===== src/rtl/busctl_pkg.sv =====
package busctl_pkg;
    // Master identities; the order also fixes the reset-time rotation state
    typedef enum logic {
        MST_CPU  = 1'b0,
        MST_DISP = 1'b1
    } mst_e;

    // Fields of the 30-bit word address (byte address bits 31:2)
    localparam int DEV_LSB = 18;   // byte bits 23:20 select the device window
    localparam int DEV_W   = 4;
    localparam int HI_LSB  = 22;   // byte bits 31:24 must be zero
    localparam int REG_W   = 2;    // byte bits 3:2
    localparam int MEM_W   = 20;   // word offset for the memory target
endpackage


===== src/rtl/busctl_arb.sv =====
module busctl_arb
    import busctl_pkg::*;
(
    input  logic cpu_req,
    input  logic disp_req,
    input  mst_e last_served,
    output logic any_req,
    output mst_e winner
);
    always_comb begin
        any_req = cpu_req | disp_req;
        if (cpu_req && disp_req) begin
            // the master served last drops to lowest priority
            winner = (last_served == MST_CPU) ? MST_DISP : MST_CPU;
        end else if (disp_req) begin
            winner = MST_DISP;
        end else begin
            winner = MST_CPU;
        end
    end
endmodule


===== src/rtl/busctl_dec.sv =====
module busctl_dec
    import busctl_pkg::*;
#(
    parameter int NDEV = 6,
    parameter int AW   = 30
) (
    input  logic [AW-1:0]   addr,
    input  logic            valid,
    output logic [NDEV-1:0] sel
);
    logic in_space;
    assign in_space = valid && (addr[AW-1:HI_LSB] == '0);

    for (genvar k = 0; k < NDEV; k++) begin : g_win
        assign sel[k] = in_space && (addr[DEV_LSB +: DEV_W] == DEV_W'(k));
    end
endmodule


===== src/rtl/busctl_rsp.sv =====
module busctl_rsp
    import busctl_pkg::*;
#(
    parameter int NDEV = 6,
    parameter int DW   = 32
) (
    input  logic [NDEV-1:0]    sel,
    input  logic [NDEV-1:0]    slv_ack,
    input  logic [NDEV*DW-1:0] slv_rdata,
    input  logic               tmo_done,
    input  mst_e               owner,
    output logic               hit,
    output logic               done,
    output logic               cpu_ack,
    output logic               cpu_err,
    output logic [DW-1:0]      cpu_rdata,
    output logic               disp_ack,
    output logic               disp_err,
    output logic [DW-1:0]      disp_rdata
);
    logic [DW-1:0] term [NDEV];
    logic [DW-1:0] rsel;
    logic          rvalid;

    for (genvar k = 0; k < NDEV; k++) begin : g_term
        assign term[k] = sel[k] ? slv_rdata[k*DW +: DW] : '0;
    end

    always_comb begin
        rsel = '0;
        for (int k = 0; k < NDEV; k++) begin
            rsel = rsel | term[k];
        end
    end

    always_comb begin
        hit        = |sel;
        done       = hit ? |(sel & slv_ack) : tmo_done;
        rvalid     = done && hit;
        cpu_ack    = done && (owner == MST_CPU);
        disp_ack   = done && (owner == MST_DISP);
        cpu_err    = tmo_done && (owner == MST_CPU);
        disp_err   = tmo_done && (owner == MST_DISP);
        cpu_rdata  = (rvalid && owner == MST_CPU)  ? rsel : '0;
        disp_rdata = (rvalid && owner == MST_DISP) ? rsel : '0;
    end
endmodule


===== src/rtl/busctl_top.sv =====
module busctl_top
    import busctl_pkg::*;
#(
    parameter int NDEV = 6,
    parameter int DW   = 32,
    parameter int AW   = 30,
    parameter int TMO  = 16
) (
    input  logic               clk,
    input  logic               rst_n,
    input  logic               m0_req,
    input  logic               m0_we,
    input  logic [AW-1:0]      m0_addr,
    input  logic [DW-1:0]      m0_wdata,
    output logic               m0_ack,
    output logic               m0_err,
    output logic [DW-1:0]      m0_rdata,
    input  logic               m1_req,
    input  logic               m1_we,
    input  logic [AW-1:0]      m1_addr,
    input  logic [DW-1:0]      m1_wdata,
    output logic               m1_ack,
    output logic               m1_err,
    output logic [DW-1:0]      m1_rdata,
    output logic               bus_rd,
    output logic               bus_wr,
    output logic [NDEV-1:0]    bus_sel,
    output logic [REG_W-1:0]   bus_reg_idx,
    output logic [MEM_W-1:0]   bus_mem_addr,
    output logic [DW-1:0]      bus_wdata,
    input  logic [NDEV-1:0]    slv_ack,
    input  logic [NDEV*DW-1:0] slv_rdata
);
    localparam int TW = $clog2(TMO);
    localparam logic [TW-1:0] TMO_LAST = TW'(TMO - 1);

    typedef struct packed {
        logic          busy;
        mst_e          own;
        mst_e          last;
        logic [TW-1:0] tmo;
    } ctl_t;

    ctl_t st_q, st_d;

    logic          any_req_d;
    mst_e          winner_d;
    logic [AW-1:0] g_addr_d;
    logic          g_we_d;
    logic [DW-1:0] g_wdata_d;
    logic          hit_d, done_d, tmo_done_d;

    busctl_arb u_arb (
        .cpu_req     (m0_req),
        .disp_req    (m1_req),
        .last_served (st_q.last),
        .any_req     (any_req_d),
        .winner      (winner_d)
    );

    // granted master's request fields
    always_comb begin
        g_addr_d  = (st_q.own == MST_DISP) ? m1_addr  : m0_addr;
        g_we_d    = (st_q.own == MST_DISP) ? m1_we    : m0_we;
        g_wdata_d = (st_q.own == MST_DISP) ? m1_wdata : m0_wdata;
    end

    busctl_dec #(.NDEV(NDEV), .AW(AW)) u_dec (
        .addr  (g_addr_d),
        .valid (st_q.busy),
        .sel   (bus_sel)
    );

    busctl_rsp #(.NDEV(NDEV), .DW(DW)) u_rsp (
        .sel        (bus_sel),
        .slv_ack    (slv_ack),
        .slv_rdata  (slv_rdata),
        .tmo_done   (tmo_done_d),
        .owner      (st_q.own),
        .hit        (hit_d),
        .done       (done_d),
        .cpu_ack    (m0_ack),
        .cpu_err    (m0_err),
        .cpu_rdata  (m0_rdata),
        .disp_ack   (m1_ack),
        .disp_err   (m1_err),
        .disp_rdata (m1_rdata)
    );

    always_comb begin
        tmo_done_d   = st_q.busy && (bus_sel == '0) && (st_q.tmo == TMO_LAST);
        bus_rd       = st_q.busy && !g_we_d;
        bus_wr       = st_q.busy && g_we_d;
        bus_reg_idx  = st_q.busy ? g_addr_d[REG_W-1:0] : '0;
        bus_mem_addr = st_q.busy ? g_addr_d[MEM_W-1:0] : '0;
        bus_wdata    = st_q.busy ? g_wdata_d : '0;

        st_d = st_q;
        if (!st_q.busy) begin
            if (any_req_d) begin
                st_d.busy = 1'b1;
                st_d.own  = winner_d;
                st_d.tmo  = '0;
            end
        end else if (done_d) begin
            st_d.busy = 1'b0;
            st_d.last = st_q.own;
            st_d.tmo  = '0;
        end else if (!hit_d) begin
            st_d.tmo = st_q.tmo + 1'b1;
        end
    end

    always_ff @(posedge clk or negedge rst_n) begin
        if (!rst_n) begin
            st_q.busy <= 1'b0;
            st_q.own  <= MST_CPU;
            st_q.last <= MST_DISP;
            st_q.tmo  <= '0;
        end else begin
            st_q <= st_d;
        end
    end
endmodule


===== config.mk =====
export PLATFORM = sky130hd
export DESIGN_NAME = busctl_top
export DESIGN_NICKNAME = d
export VERILOG_FILES = /design/src/rtl/busctl_pkg.sv /design/src/rtl/busctl_arb.sv /design/src/rtl/busctl_dec.sv /design/src/rtl/busctl_rsp.sv /design/src/rtl/busctl_top.sv
export SDC_FILE = /design/constraint.sdc
export NUM_CORES = 1
export LEC_CHECK = 0
export BUFFER_PORTS_ARGS = -buffer_cell sky130_fd_sc_hd__buf_4
export CORE_AREA = 2 2 177 179
export DETAILED_ROUTE_END_ITERATION = 16
export DIE_AREA = 0 0 179 181
export PLACE_DENSITY_LB_ADDON = 0.08
export SYNTH_ARGS = -nofsm -noshare
export SYNTH_HDL_FRONTEND = slang
export SYNTH_SLANG_ARGS = --single-unit

===== constraint.sdc =====
create_clock -name clk -period 2.97 [get_ports clk]
set_input_delay 0.594 -clock clk [delete_from_list [all_inputs] [get_ports clk]]
set_output_delay 0.594 -clock clk [all_outputs]
set_load 0.02 [all_outputs]

==> results.sh <==
export IMPL_seqPwrFrac_pct=6.1
export IMPL_grt_pass1_vias=5909
export IMPL_cts_buffers=3
export IMPL_fin_ws_ns=-0.207
export IMPL_arrival_ns=2.58
export IMPL_wl_per_cell_um=20.9
export IMPL_maxSlewViolCount=0
export IMPL_worst_path_max_fanout=12
export IMPL_grt_max_degree=57
export IMPL_fin_crit_sh_pct=107
export IMPL_power_frac_comb_pct=86.9
export IMPL_drc=0
export IMPL_synth_cell_area_um2=3310
export IMPL_p_clk_share_pct=7.0
export IMPL_final_nets=1295
export IMPL_synthAdderAreaFrac_pct=0.379
export IMPL_crit_type="reg -> out"
export IMPL_cts_sinks=7
export IMPL_path_clk_slew_ns=0.04
export IMPL_p_per_area_nw_per_um2=372
export IMPL_p_leak_nw=4.17
export IMPL_synth_simple_gate_area_share_pct=27.2
export IMPL_die_y_um=181
export IMPL_vdd_drop_max_mv=0.233
export IMPL_fin_cells=1365
export IMPL_hold_viol_final=0
export IMPL_via_count=5661
export IMPL_fin_skew_ns=0.00149
export IMPL_postCtsHoldBufs=0
export IMPL_start_util_pct=10.9
export IMPL_synth_top_family_by_area="compound AO/OA/AOI/OAI gates"
export IMPL_place_area_um2=7740
export IMPL_core_area_um2=30300
export IMPL_h_tree_depth=1
export IMPL_synth_edff_count=0
export IMPL_grt_pass1_wl_um=38800
export IMPL_synth_top_area_share_pct=26.0
export IMPL_fin_crit_ns=3.18
export IMPL_synthMuxAreaShare_pct=26.8
export IMPL_fmax_ghz=0.315
export IMPL_hold_ws_ns=0.172
export IMPL_port_buffers=457
export IMPL_cts_root_buf="clkbuf_16"
export IMPL_startpoint_type="flop"
export IMPL_viasPerCell=4.15
export IMPL_power_internal_mw=1.74
export IMPL_firstDrtPassIters=4
export IMPL_synth_xor_area_share_pct=0
export IMPL_ys_flop_type="dfrtp_1"
export IMPL_grt_use_total_pct=16.2
export IMPL_area_growth_pct=170
export IMPL_dp_hpwl_um=23800
export IMPL_top_register="st_q"
export IMPL_max_slew_worst_pin_slew_ns=0.663
export IMPL_final_cell_area_um2=8930
export IMPL_synth_compound_area_share_pct=31.1
export IMPL_postRouteWirelength_um=28500
export IMPL_die_w_um=179
export IMPL_grt_overflow_total=0
export IMPL_setup_viol=65
export IMPL_maxCapViolCount=0
export IMPL_rsz0062_at_grt="true"
export IMPL_synth_largest_area_cell="mux2i_1"
export IMPL_drive_above_1_share_pct=70.6
export IMPL_ant_nets=0
export IMPL_power_switching_mw=1.58
export IMPL_cp_required_ns=2.38
export IMPL_holdCritPathClass="in -> async"
export IMPL_largest_register_ffs=7
export IMPL_cts_tree="done"
export IMPL_gp_congestion=0.794
export IMPL_end_kind="primary output"
export IMPL_clockBufferDepth=2
export IMPL_yosys_warnings=0
export IMPL_drt_iter0_markers=223
export IMPL_avgSynthCellArea_um2=7.67
export IMPL_violations="setup timing"
export IMPL_yosys_top_cells_area="mux2i_1 26%, nor2_1 11%, nor2_4 8.9%"
export IMPL_slew_headroom_pct=55.8
export IMPL_ys_seq_area_share_pct=5.34
export IMPL_die_area_um2=32400
export IMPL_synthDistinctLibCells=52
export IMPL_synth_cells=431
export IMPL_status="finished with violations"
export IMPL_synth_seq_cells=7
export IMPL_synth_nets=760
export IMPL_worstSkewPairLatency_ns=0.23
export IMPL_async_reset_ff_share_pct=100
export IMPL_top_regs="st_q (7)"
export IMPL_ios=458
export IMPL_final_util_pct=29.4
export IMPL_p_sw_share_pct=47.5
export IMPL_antenna_found_initial=3
export IMPL_rows=64
export IMPL_dp_cells=1311
[power by group through the flow]
stage / Combinational [mW] / Clock [mW] / Sequential [mW]
floorplan: 1.47 / 0 / 0.169
global placement: 2.78 / 0 / 0.203
detailed placement: 2.75 / 0 / 0.204
CTS: 2.89 / 0.239 / 0.200
global route: 3.12 / 0.243 / 0.206
finish: 2.89 / 0.233 / 0.202
[synth_stat cells (6+ instances only)]
cell / instances
a222oi_1: 16
a22oi_1: 15
o2bb2ai_1: 17
o21ai_0: 17
a22o_1: 17
mux2i_1: 86
inv_1: 9
buf_2: 8
a221oi_1: 13
buf_4: 7
clkbuf_1: 20
nand2_1: 6
nor2_4: 26
nor2_1: 98
dfrtp_1: 6
[worst paths after layout]
kind | start | to | slack [ns] | cells past startpoint
max reg2reg | st_q[5] | st_q[3] | 0.65 | 8
max in group asynchronous | rst_n | st_q[4] | 2.59 | 1
min reg2reg | st_q[0] | st_q[0] | 0.52 | 1
min | rst_n | st_q[2] | 0.17 | 1
max | st_q[5] | m1_rdata[8] | -0.21 | 10
min in group clk | st_q[0] | st_q[0] | 0.52 | 1
[worst max-delay path, cell delays in order, from the launching register on]
cell and delay, ns:
dfrtp_4 0.50, mux2i_4 0.33, mux2_4 0.33, a222oi_1 0.22, buf_4 0.18, o22a_4 0.15, nand2b_4 0.15, buf_12 0.12
buf_12 0.13, nor2_1 0.06, buf_4 0.17
[metal layers]
layer | vias to the layer above | track usage, % | part of all wire, %
met5 | - | 0 | 0
met4 | 0 | 3.09 | 1.5
met3 | 19 | 3.54 | 8.4
met2 | 293 | 32.7 | 55
met1 | 2632 | 16.8 | 35
li1 | 2717 | - | -
[area by class of cell]
cell class	count	area [um^2]
fill	3301	21400
timing repair buffer	575	4850
multi-input combinational	370	3280
tap	396	495
sequential	7	180
clock buffer	4	78.8
inverter	9	36.3
antenna	4	10.0
[layout by cell type, fill, tap and decap left out, types with 7 or more instances in the layout]
cell type	instances
buf_4	487
buf_6	66
a221oi_4	7
a22oi_1	13
a222oi_1	16
nor2_2	10
mux2i_1	84
o2bb2ai_1	16
a221oi_2	10
nor2_1	77
nor2_4	41
buf_12	17
o21ai_0	14
a22o_1	14
[per-stage QoR]
| step | setup TNS, ns | total power [mW] | setup WS, ns |
|---|---|---|---|
| after floorplan | 0 | 1.64 | 0.0254 |
| after global placement | -7.63 | 2.99 | -0.320 |
| after detailed placement | -7.39 | 2.95 | -0.260 |
| after CTS | -13.48 | 3.33 | -0.237 |
| after global routing | -17.03 | 3.57 | -0.311 |
| final | -10.56 | 3.32 | -0.207 |
[cells by family (layout without fill, tap and decap cells)]
logic type / Yosys count / in the layout
compound gates: 120 / 120
fa+ha+maj: 1 / 1
buf+inv: 54 / 588
simple gates: 161 / 161
other cells: 0 / 4
flops: 7 / 7
mux: 88 / 88
[timing repair]
| action | 4_1_cts | 5_1_grt |
|---|---|---|
| pin swaps | 19 | 28 |
| gates resized for setup | 78 | 72 |
| setup endpoints to repair | 67 | 75 |
| buffers inserted | 28 | 24 |
| cloned | 3 | 2 |
Note: power is estimated with default switching activity, not from simulation.
